--- config.mk ---
export PLATFORM = sky130hd
export DESIGN_NAME = store_color_buf
export DESIGN_NICKNAME = d
export VERILOG_FILES = /design/src/rtl/sb_pkg.sv /design/src/rtl/sb_ptr_ctrl.sv /design/src/rtl/sb_fwd_check.sv /design/src/rtl/sb_mem_port.sv /design/src/rtl/store_color_buf.sv
export SDC_FILE = /design/constraint.sdc
export NUM_CORES = 2
export LEC_CHECK = 0
export ABC_CLOCK_PERIOD_IN_PS = 34700
export BUFFER_PORTS_ARGS = -buffer_cell sky130_fd_sc_hd__buf_4
export CAP_MARGIN = 20
export CORE_UTILIZATION = 25
export CTS_BUF_LIST = sky130_fd_sc_hd__clkbuf_2
export DETAILED_ROUTE_END_ITERATION = 8
export HOLD_SLACK_MARGIN = 0.12
export SYNTH_ARGS = -nofsm -noshare
export SYNTH_HDL_FRONTEND = slang
export SYNTH_SLANG_ARGS = --single-unit
export TNS_END_PERCENT = 1
--- constraint.sdc ---
create_clock -name clk -period 34.7 [get_ports clk]
set_input_delay 3.47 -clock clk [delete_from_list [all_inputs] [get_ports clk]]
set_output_delay 3.47 -clock clk [all_outputs]
set_load 0.01 [all_outputs]
--- src/rtl/sb_pkg.sv ---
package sb_pkg;
  typedef enum logic [1:0] {
    LD_MISS = 2'd0,
    LD_FWD  = 2'd1,
    LD_BLK  = 2'd2
  } ld_answer_e;
endpackage

--- src/rtl/sb_ptr_ctrl.sv ---
module sb_ptr_ctrl #(
  parameter int N_ENT = 12,
  localparam int ID_W = $clog2(N_ENT)
) (
  input  logic            clk,
  input  logic            rst,
  input  logic            alloc_fire,
  input  logic            retire_fire,
  input  logic            drain_fire,
  input  logic            flush,
  output logic [ID_W-1:0] head,
  output logic [ID_W-1:0] tail,
  output logic [ID_W-1:0] sen_ptr
);
  function automatic logic [ID_W-1:0] step(logic [ID_W-1:0] p);
    return (p == ID_W'(N_ENT - 1)) ? '0 : p + 1'b1;
  endfunction

  // head: oldest entry, sen_ptr: oldest non-senior, tail: next free
  always_ff @(posedge clk) begin
    if (rst) begin
      head    <= '0;
      tail    <= '0;
      sen_ptr <= '0;
    end else begin
      if (drain_fire) head <= step(head);
      if (flush) begin
        tail <= sen_ptr;
      end else begin
        if (alloc_fire)  tail    <= step(tail);
        if (retire_fire) sen_ptr <= step(sen_ptr);
      end
    end
  end
endmodule

--- src/rtl/sb_fwd_check.sv ---
module sb_fwd_check
  import sb_pkg::*;
#(
  parameter int N_ENT  = 12,
  parameter int ADDR_W = 16,
  parameter int DATA_W = 64,
  parameter int SZ_W   = 2,
  localparam int ID_W  = $clog2(N_ENT),
  localparam int NBYTE = DATA_W / 8
) (
  input  logic [ID_W-1:0]   head,
  input  logic [N_ENT-1:0]  ent_v,
  input  logic [N_ENT-1:0]  ent_av,
  input  logic [N_ENT-1:0]  ent_dv,
  input  logic [ADDR_W-1:0] ent_addr [N_ENT],
  input  logic [SZ_W-1:0]   ent_size [N_ENT],
  input  logic [DATA_W-1:0] ent_data [N_ENT],
  input  logic              q_older,
  input  logic [ID_W-1:0]   q_color,
  input  logic [ADDR_W-1:0] q_addr,
  input  logic [SZ_W-1:0]   q_size,
  output ld_answer_e        answer,
  output logic [DATA_W-1:0] fwd_data
);
  function automatic int wrap_add(int a, int b);
    int r;
    r = a + b;
    return (r >= N_ENT) ? r - N_ENT : r;
  endfunction

  function automatic logic overlaps(logic [ADDR_W-1:0] a, logic [SZ_W-1:0] sa,
                                    logic [ADDR_W-1:0] b, logic [SZ_W-1:0] sb);
    logic [ADDR_W:0] a_lo, a_hi, b_lo, b_hi;
    a_lo = {1'b0, a};
    b_lo = {1'b0, b};
    a_hi = a_lo + ((ADDR_W+1)'(1) << sa);
    b_hi = b_lo + ((ADDR_W+1)'(1) << sb);
    return (a_lo < b_hi) && (b_lo < a_hi);
  endfunction

  int   tag_dist;
  int   sel;
  logic found;

  // Walk the window oldest to youngest; the last candidate seen wins.
  always_comb begin
    tag_dist = (int'(q_color) >= int'(head)) ? int'(q_color) - int'(head)
                                             : int'(q_color) + N_ENT - int'(head);
    found = 1'b0;
    sel   = 0;
    for (int k = 0; k < N_ENT; k++) begin
      if (q_older && k <= tag_dist && ent_v[wrap_add(int'(head), k)] &&
          (!ent_av[wrap_add(int'(head), k)] ||
           overlaps(ent_addr[wrap_add(int'(head), k)], ent_size[wrap_add(int'(head), k)],
                    q_addr, q_size))) begin
        found = 1'b1;
        sel   = wrap_add(int'(head), k);
      end
    end
    answer = LD_MISS;
    if (found) begin
      if (ent_av[sel] && ent_dv[sel] && ent_addr[sel] == q_addr && q_size <= ent_size[sel])
        answer = LD_FWD;
      else
        answer = LD_BLK;
    end
  end

  always_comb begin
    for (int b = 0; b < NBYTE; b++) begin
      fwd_data[b*8 +: 8] = (answer == LD_FWD && b < (1 << int'(q_size)))
                         ? ent_data[sel][b*8 +: 8] : 8'h00;
    end
  end
endmodule

--- src/rtl/sb_mem_port.sv ---
module sb_mem_port #(
  parameter int ADDR_W = 16,
  parameter int DATA_W = 64,
  parameter int SZ_W   = 2
) (
  input  logic              clk,
  input  logic              rst,
  input  logic              drain_fire,
  input  logic [ADDR_W-1:0] d_addr,
  input  logic [SZ_W-1:0]   d_size,
  input  logic [DATA_W-1:0] d_data,
  output logic              mem_wr_vld,
  output logic [ADDR_W-1:0] mem_wr_addr,
  output logic [SZ_W-1:0]   mem_wr_size,
  output logic [DATA_W-1:0] mem_wr_data
);
  always_ff @(posedge clk) begin
    if (rst) mem_wr_vld <= 1'b0;
    else     mem_wr_vld <= drain_fire;
  end

  always_ff @(posedge clk) begin
    if (drain_fire) begin
      mem_wr_addr <= d_addr;
      mem_wr_size <= d_size;
      mem_wr_data <= d_data;
    end
  end
endmodule

--- src/rtl/store_color_buf.sv ---
module store_color_buf
  import sb_pkg::*;
#(
  parameter int N_ENT  = 12,
  parameter int ADDR_W = 16,
  parameter int DATA_W = 64,
  parameter int SZ_W   = 2,
  localparam int ID_W  = $clog2(N_ENT)
) (
  input  logic              clk,
  input  logic              rst,
  input  logic              alloc_vld,
  output logic              alloc_rdy,
  output logic [ID_W-1:0]   alloc_id,
  input  logic              aw_vld,
  input  logic [ID_W-1:0]   aw_id,
  input  logic [ADDR_W-1:0] aw_addr,
  input  logic [SZ_W-1:0]   aw_size,
  input  logic              dw_vld,
  input  logic [ID_W-1:0]   dw_id,
  input  logic [DATA_W-1:0] dw_data,
  input  logic              ret_vld,
  input  logic              flush,
  input  logic              ld_vld,
  input  logic              ld_has_older,
  input  logic [ID_W-1:0]   ld_color,
  input  logic [ADDR_W-1:0] ld_addr,
  input  logic [SZ_W-1:0]   ld_size,
  output logic              rsp_vld,
  output logic              rsp_fwd,
  output logic              rsp_blk,
  output logic              rsp_miss,
  output logic [DATA_W-1:0] rsp_data,
  input  logic              mem_idle,
  output logic              mem_wr_vld,
  output logic [ADDR_W-1:0] mem_wr_addr,
  output logic [SZ_W-1:0]   mem_wr_size,
  output logic [DATA_W-1:0] mem_wr_data
);
  logic [N_ENT-1:0]  ent_v, ent_av, ent_dv, ent_sen;
  logic [ADDR_W-1:0] ent_addr [N_ENT];
  logic [SZ_W-1:0]   ent_size [N_ENT];
  logic [DATA_W-1:0] ent_data [N_ENT];

  logic [ID_W-1:0] head, tail, sen_ptr;
  logic alloc_fire, retire_fire, drain_fire, aw_fire, dw_fire, buf_full;
  ld_answer_e        answer;
  logic [DATA_W-1:0] fwd_data;

  assign buf_full    = &ent_v;
  assign alloc_rdy   = !ent_v[tail];
  assign alloc_id    = tail;
  assign alloc_fire  = alloc_vld && alloc_rdy && !flush;
  assign retire_fire = ret_vld && !flush && ent_v[sen_ptr] && !ent_sen[sen_ptr];
  assign drain_fire  = ent_v[head] && ent_sen[head] && (mem_idle || buf_full);
  assign aw_fire     = aw_vld && !flush && (int'(aw_id) < N_ENT) && ent_v[aw_id];
  assign dw_fire     = dw_vld && !flush && (int'(dw_id) < N_ENT) && ent_v[dw_id];

  sb_ptr_ctrl #(.N_ENT(N_ENT)) u_ptr (
    .clk         (clk),
    .rst         (rst),
    .alloc_fire  (alloc_fire),
    .retire_fire (retire_fire),
    .drain_fire  (drain_fire),
    .flush       (flush),
    .head        (head),
    .tail        (tail),
    .sen_ptr     (sen_ptr)
  );

  // Per-entry state flags
  always_ff @(posedge clk) begin
    if (rst) begin
      ent_v   <= '0;
      ent_av  <= '0;
      ent_dv  <= '0;
      ent_sen <= '0;
    end else begin
      for (int i = 0; i < N_ENT; i++) begin
        if (drain_fire && head == ID_W'(i)) begin
          ent_v[i]   <= 1'b0;
          ent_sen[i] <= 1'b0;
        end
        if (flush) begin
          if (!ent_sen[i]) ent_v[i] <= 1'b0;
        end else begin
          if (alloc_fire && tail == ID_W'(i)) begin
            ent_v[i]   <= 1'b1;
            ent_av[i]  <= 1'b0;
            ent_dv[i]  <= 1'b0;
            ent_sen[i] <= 1'b0;
          end
          if (aw_fire && aw_id == ID_W'(i))       ent_av[i]  <= 1'b1;
          if (dw_fire && dw_id == ID_W'(i))       ent_dv[i]  <= 1'b1;
          if (retire_fire && sen_ptr == ID_W'(i)) ent_sen[i] <= 1'b1;
        end
      end
    end
  end

  // Payload storage: single write port each, no reset
  always_ff @(posedge clk) begin
    if (aw_fire) begin
      ent_addr[aw_id] <= aw_addr;
      ent_size[aw_id] <= aw_size;
    end
  end

  always_ff @(posedge clk) begin
    if (dw_fire) ent_data[dw_id] <= dw_data;
  end

  sb_fwd_check #(
    .N_ENT (N_ENT),
    .ADDR_W(ADDR_W),
    .DATA_W(DATA_W),
    .SZ_W  (SZ_W)
  ) u_fwd (
    .head     (head),
    .ent_v    (ent_v),
    .ent_av   (ent_av),
    .ent_dv   (ent_dv),
    .ent_addr (ent_addr),
    .ent_size (ent_size),
    .ent_data (ent_data),
    .q_older  (ld_has_older),
    .q_color  (ld_color),
    .q_addr   (ld_addr),
    .q_size   (ld_size),
    .answer   (answer),
    .fwd_data (fwd_data)
  );

  always_ff @(posedge clk) begin
    if (rst) begin
      rsp_vld  <= 1'b0;
      rsp_fwd  <= 1'b0;
      rsp_blk  <= 1'b0;
      rsp_miss <= 1'b0;
    end else begin
      rsp_vld  <= ld_vld;
      rsp_fwd  <= ld_vld && answer == LD_FWD;
      rsp_blk  <= ld_vld && answer == LD_BLK;
      rsp_miss <= ld_vld && answer == LD_MISS;
    end
  end

  always_ff @(posedge clk) begin
    if (ld_vld) rsp_data <= fwd_data;
  end

  sb_mem_port #(
    .ADDR_W(ADDR_W),
    .DATA_W(DATA_W),
    .SZ_W  (SZ_W)
  ) u_mem (
    .clk         (clk),
    .rst         (rst),
    .drain_fire  (drain_fire),
    .d_addr      (ent_addr[head]),
    .d_size      (ent_size[head]),
    .d_data      (ent_data[head]),
    .mem_wr_vld  (mem_wr_vld),
    .mem_wr_addr (mem_wr_addr),
    .mem_wr_size (mem_wr_size),
    .mem_wr_data (mem_wr_data)
  );
endmodule

==> results.cfg <==
[clocking]
clk_latency_ns = 1.66
cts_setup_buffers = 0
tritoncts = yes
cts_resized = 0
cts-root-buf = clkbuf_2
htreeDepth = 5
cts.sinks = 1195
numCtsBuffers = 321
postCtsHoldBufs = 0
clk_path_buf_depth = 4
path_clk_slew_ns = 0.10

[logic_synthesis]
ys_top_cells_by_area = edfxtp_1, mux4_2, ha_1, nand2_1, mux2i_1
yosysWarnings = 0
synth_cells = 7346
ys_dominant_reg_cell = edfxtp_1
syn_area_sq_mm = 0.0814
yosysSeqAreaShare_pct = 43.3
synth-seq-cells = 1195
syn_nets = 7935
synth.distinct_cells = 128
synth_top_cell_area_share_pct = 41.7
ys_async_sr_fraction_pct = 0
syn_area_per_cell_sq_um = 11.1
synth_edf_count = 1130
yosys.area.top_type = edfxtp_1

[critical_path]
cp_common_cell = buf_4
crit_type = reg2reg
cp_slowest_stage_delay_ns = 0.76
crit_slowest_cell = buf_4
startpoint_type = flop
end_kind = flop
critPathArrivalTime_ns = 17.40
crit_fanout = 113
critical_path_required_ns = 35.90

[timing]
fin_skew_ns = 0.389
fmax_mhz = 61.7
post-route-period-util_pct = 46.7
rsz0062_at_grt = false
max_slew_margin_pct = 15.2
hold_viol_final = 0
finalWorstSetupSlack_ns = 18.50
fin_setup_tns_ns = 0
drv_slew = 0
fin_crit_ns = 16.20
worst_slew_pin_slew_ns = 1.27
setup_viol_count_final = 0

[hold_path]
hold_class = reg2reg

[routing]
ant_nets = 0
drcViolationCount = 40
vias_per_cell = 5.66
drt-initial-drc-count = 9583
vias = 69000
firstDrtPassIters = 9
wl_um = 361000
routedWlPerCell_um = 29.6

[global_route]
grt_max_degree = 223
grt_pass1_vias = 66200
antenna_found_initial = 59
grtUsageTotal_pct = 21.3
grt_first_pass_wirelength_um = 500000
overflow = 0

[finish]
finish.utilization_pct = 28.0
drive_above_1_share_pct = 19.6
nets = 8209
fin_area_sq_mm = 0.0909
syn_to_final_growth_pct = 11.7

[run]
maxCapViolations = 0

[die]
die_area_sq_mm = 0.328
rows = 209
start_util_pct = 25.1
die_h_um = 572
ios = 278
die_w_um = 572
coreArea_sq_mm = 0.324

[status]
status = finished with violations
violations = DRC

[placed_design]
pre_cts_ws_ns = 19.17
io_buffers = 277
hpwl_um = 243000
globalplace.congestion = 1.04
dpl_cell_area_sq_mm = 0.0881

[pwr]
p_leak_nw = 32.3
vdd_drop_max_v = 0.0000254
power_density_mw_per_mm2 = 30.3
## cells in the mapped netlist (all sizes together) (14+ instances only)
library cell and instances:
a211oi 57, mux4 459, ha 453, o21a 44, nand2b 57, a311oi 65
and3 119, mux2 29, nor4 83, o2111ai 18, a21oi 374, a221oi 15
nand3 539, nor3 78, a211o 18, fa 14, dfxtp 65, a221o 17
a2111oi 20, o21ai 329, xor2 86, inv 129, o22ai 26, nand2 1318
xnor2 129, o2bb2ai 17, nor2 237, a31oi 62, o211ai 29, mux2i 279
and2 40, a21o 111, clkbuf 270, buf 191, nand4 74, edfxtp 1130
or2 18, nor2b 67, a22oi 40
## registers in the layout (all words and copies together) (netlist names), 2 cells and up
register / cells
u_mem.mem_wr_data: 64
ent_size: 24
ent_data: 768
u_ptr.head: 4
u_ptr.tail: 4
u_mem.mem_wr_addr: 16
ent_dv: 12
ent_sen: 12
u_mem.mem_wr_size: 2
ent_v: 12
ent_av: 12
ent_addr: 192
u_ptr.sen_ptr: 4
rsp_data: 64
## metal layers
layer	wire, um	vias to the layer above	GRT usage (%)
met4	23600	60	12.7
met3	46100	1015	7.42
met2	154000	4579	31.6
li1	-	29000	-
met1	136000	34300	26.6
met5	414	-	0
## layout by cell type (no fill, tap or decap), drive strengths merged, types with 20 or more instances in the layout
master | netlist | routed
clkbuf | 270 | 436
mux2i | 279 | 279
nor3 | 78 | 78
buf | 191 | 421
nor2b | 67 | 67
xor2 | 86 | 86
nor2 | 237 | 237
o22ai | 26 | 26
a2111oi | 20 | 20
mux4 | 459 | 459
nand2 | 1318 | 1318
nor4 | 83 | 83
and2 | 40 | 40
nand4 | 74 | 74
o211ai | 29 | 29
a31oi | 62 | 62
o21ai | 329 | 329
a211oi | 57 | 57
a22oi | 40 | 40
xnor2 | 129 | 129
diode | 0 | 28
mux2 | 29 | 29
edfxtp | 1130 | 1130
a21oi | 374 | 374
clkinv | 2 | 93
o21a | 44 | 44
a311oi | 65 | 65
nand2b | 57 | 57
ha | 453 | 453
dfxtp | 65 | 65
a21o | 111 | 111
nand3 | 539 | 539
and3 | 119 | 119
inv | 129 | 131
## through the flow
stage	hold WS (ns)	power (mW)	cells
final	0.499	2.76	12200
after global routing	0.529	2.87	12200
after CTS	0.499	2.78	12200
after detailed placement	0.477	1.79	11600
after global placement	0.465	1.79	11600
after floorplan	0.448	1.69	7346
## logic make-up after synthesis
group / synth area share, %
simple gates: 15.7
compound gates: 11.3
flops: 43.3
mux: 16.6
buf+inv: 3.45
fa+ha+maj: 7.32
xor+xnor: 2.33
## critical path, delay by kind of cell, from the launching register on
| kind | cells | cell delay (ns) |
|---|---|---|
| AOI/OAI and AO/OA | 15 | 4.30 |
| and+or+nand+nor | 17 | 4.43 |
| buffers and inverters | 10 | 4.61 |
| adders and majority gates | 4 | 1.15 |
| xor gates and xnor gates | 1 | 0.08 |
| DFF | 1 | 0.63 |
## path summary, 6_finish.rpt
kind	end	start	slack [ns]	depth (start not counted)
setup reg to reg	rsp_data[37]$_SDFFCE_PN0P_	u_ptr.head[0]$_SDFFE_PP0P_	18.50	47
hold / removal	ent_dv[1]$_SDFFE_PP0P_	ent_dv[1]$_SDFFE_PP0P_	0.50	2
setup / recovery	rsp_data[37]$_SDFFCE_PN0P_	u_ptr.head[0]$_SDFFE_PP0P_	18.50	47
hold reg to reg	ent_dv[1]$_SDFFE_PP0P_	ent_dv[1]$_SDFFE_PP0P_	0.50	2
## final cells by class
class	instances	area (sq um)
sequential	1195	35200
multi-input combinational	5550	43600
timing repair buffer	421	3300
clock inverter	102	548
clock buffer	436	2180
antenna	28	70.1
fill	33400	233000
inverter	131	497
tap	4325	5410
## power by group
group          total, mW  switching (mW)  internal (mW)
Clock              0.995           0.625          0.370
Sequential          1.58         0.00409           1.57
Combinational      0.185           0.126         0.0591
Note: power is estimated with default switching activity, not from simulation.
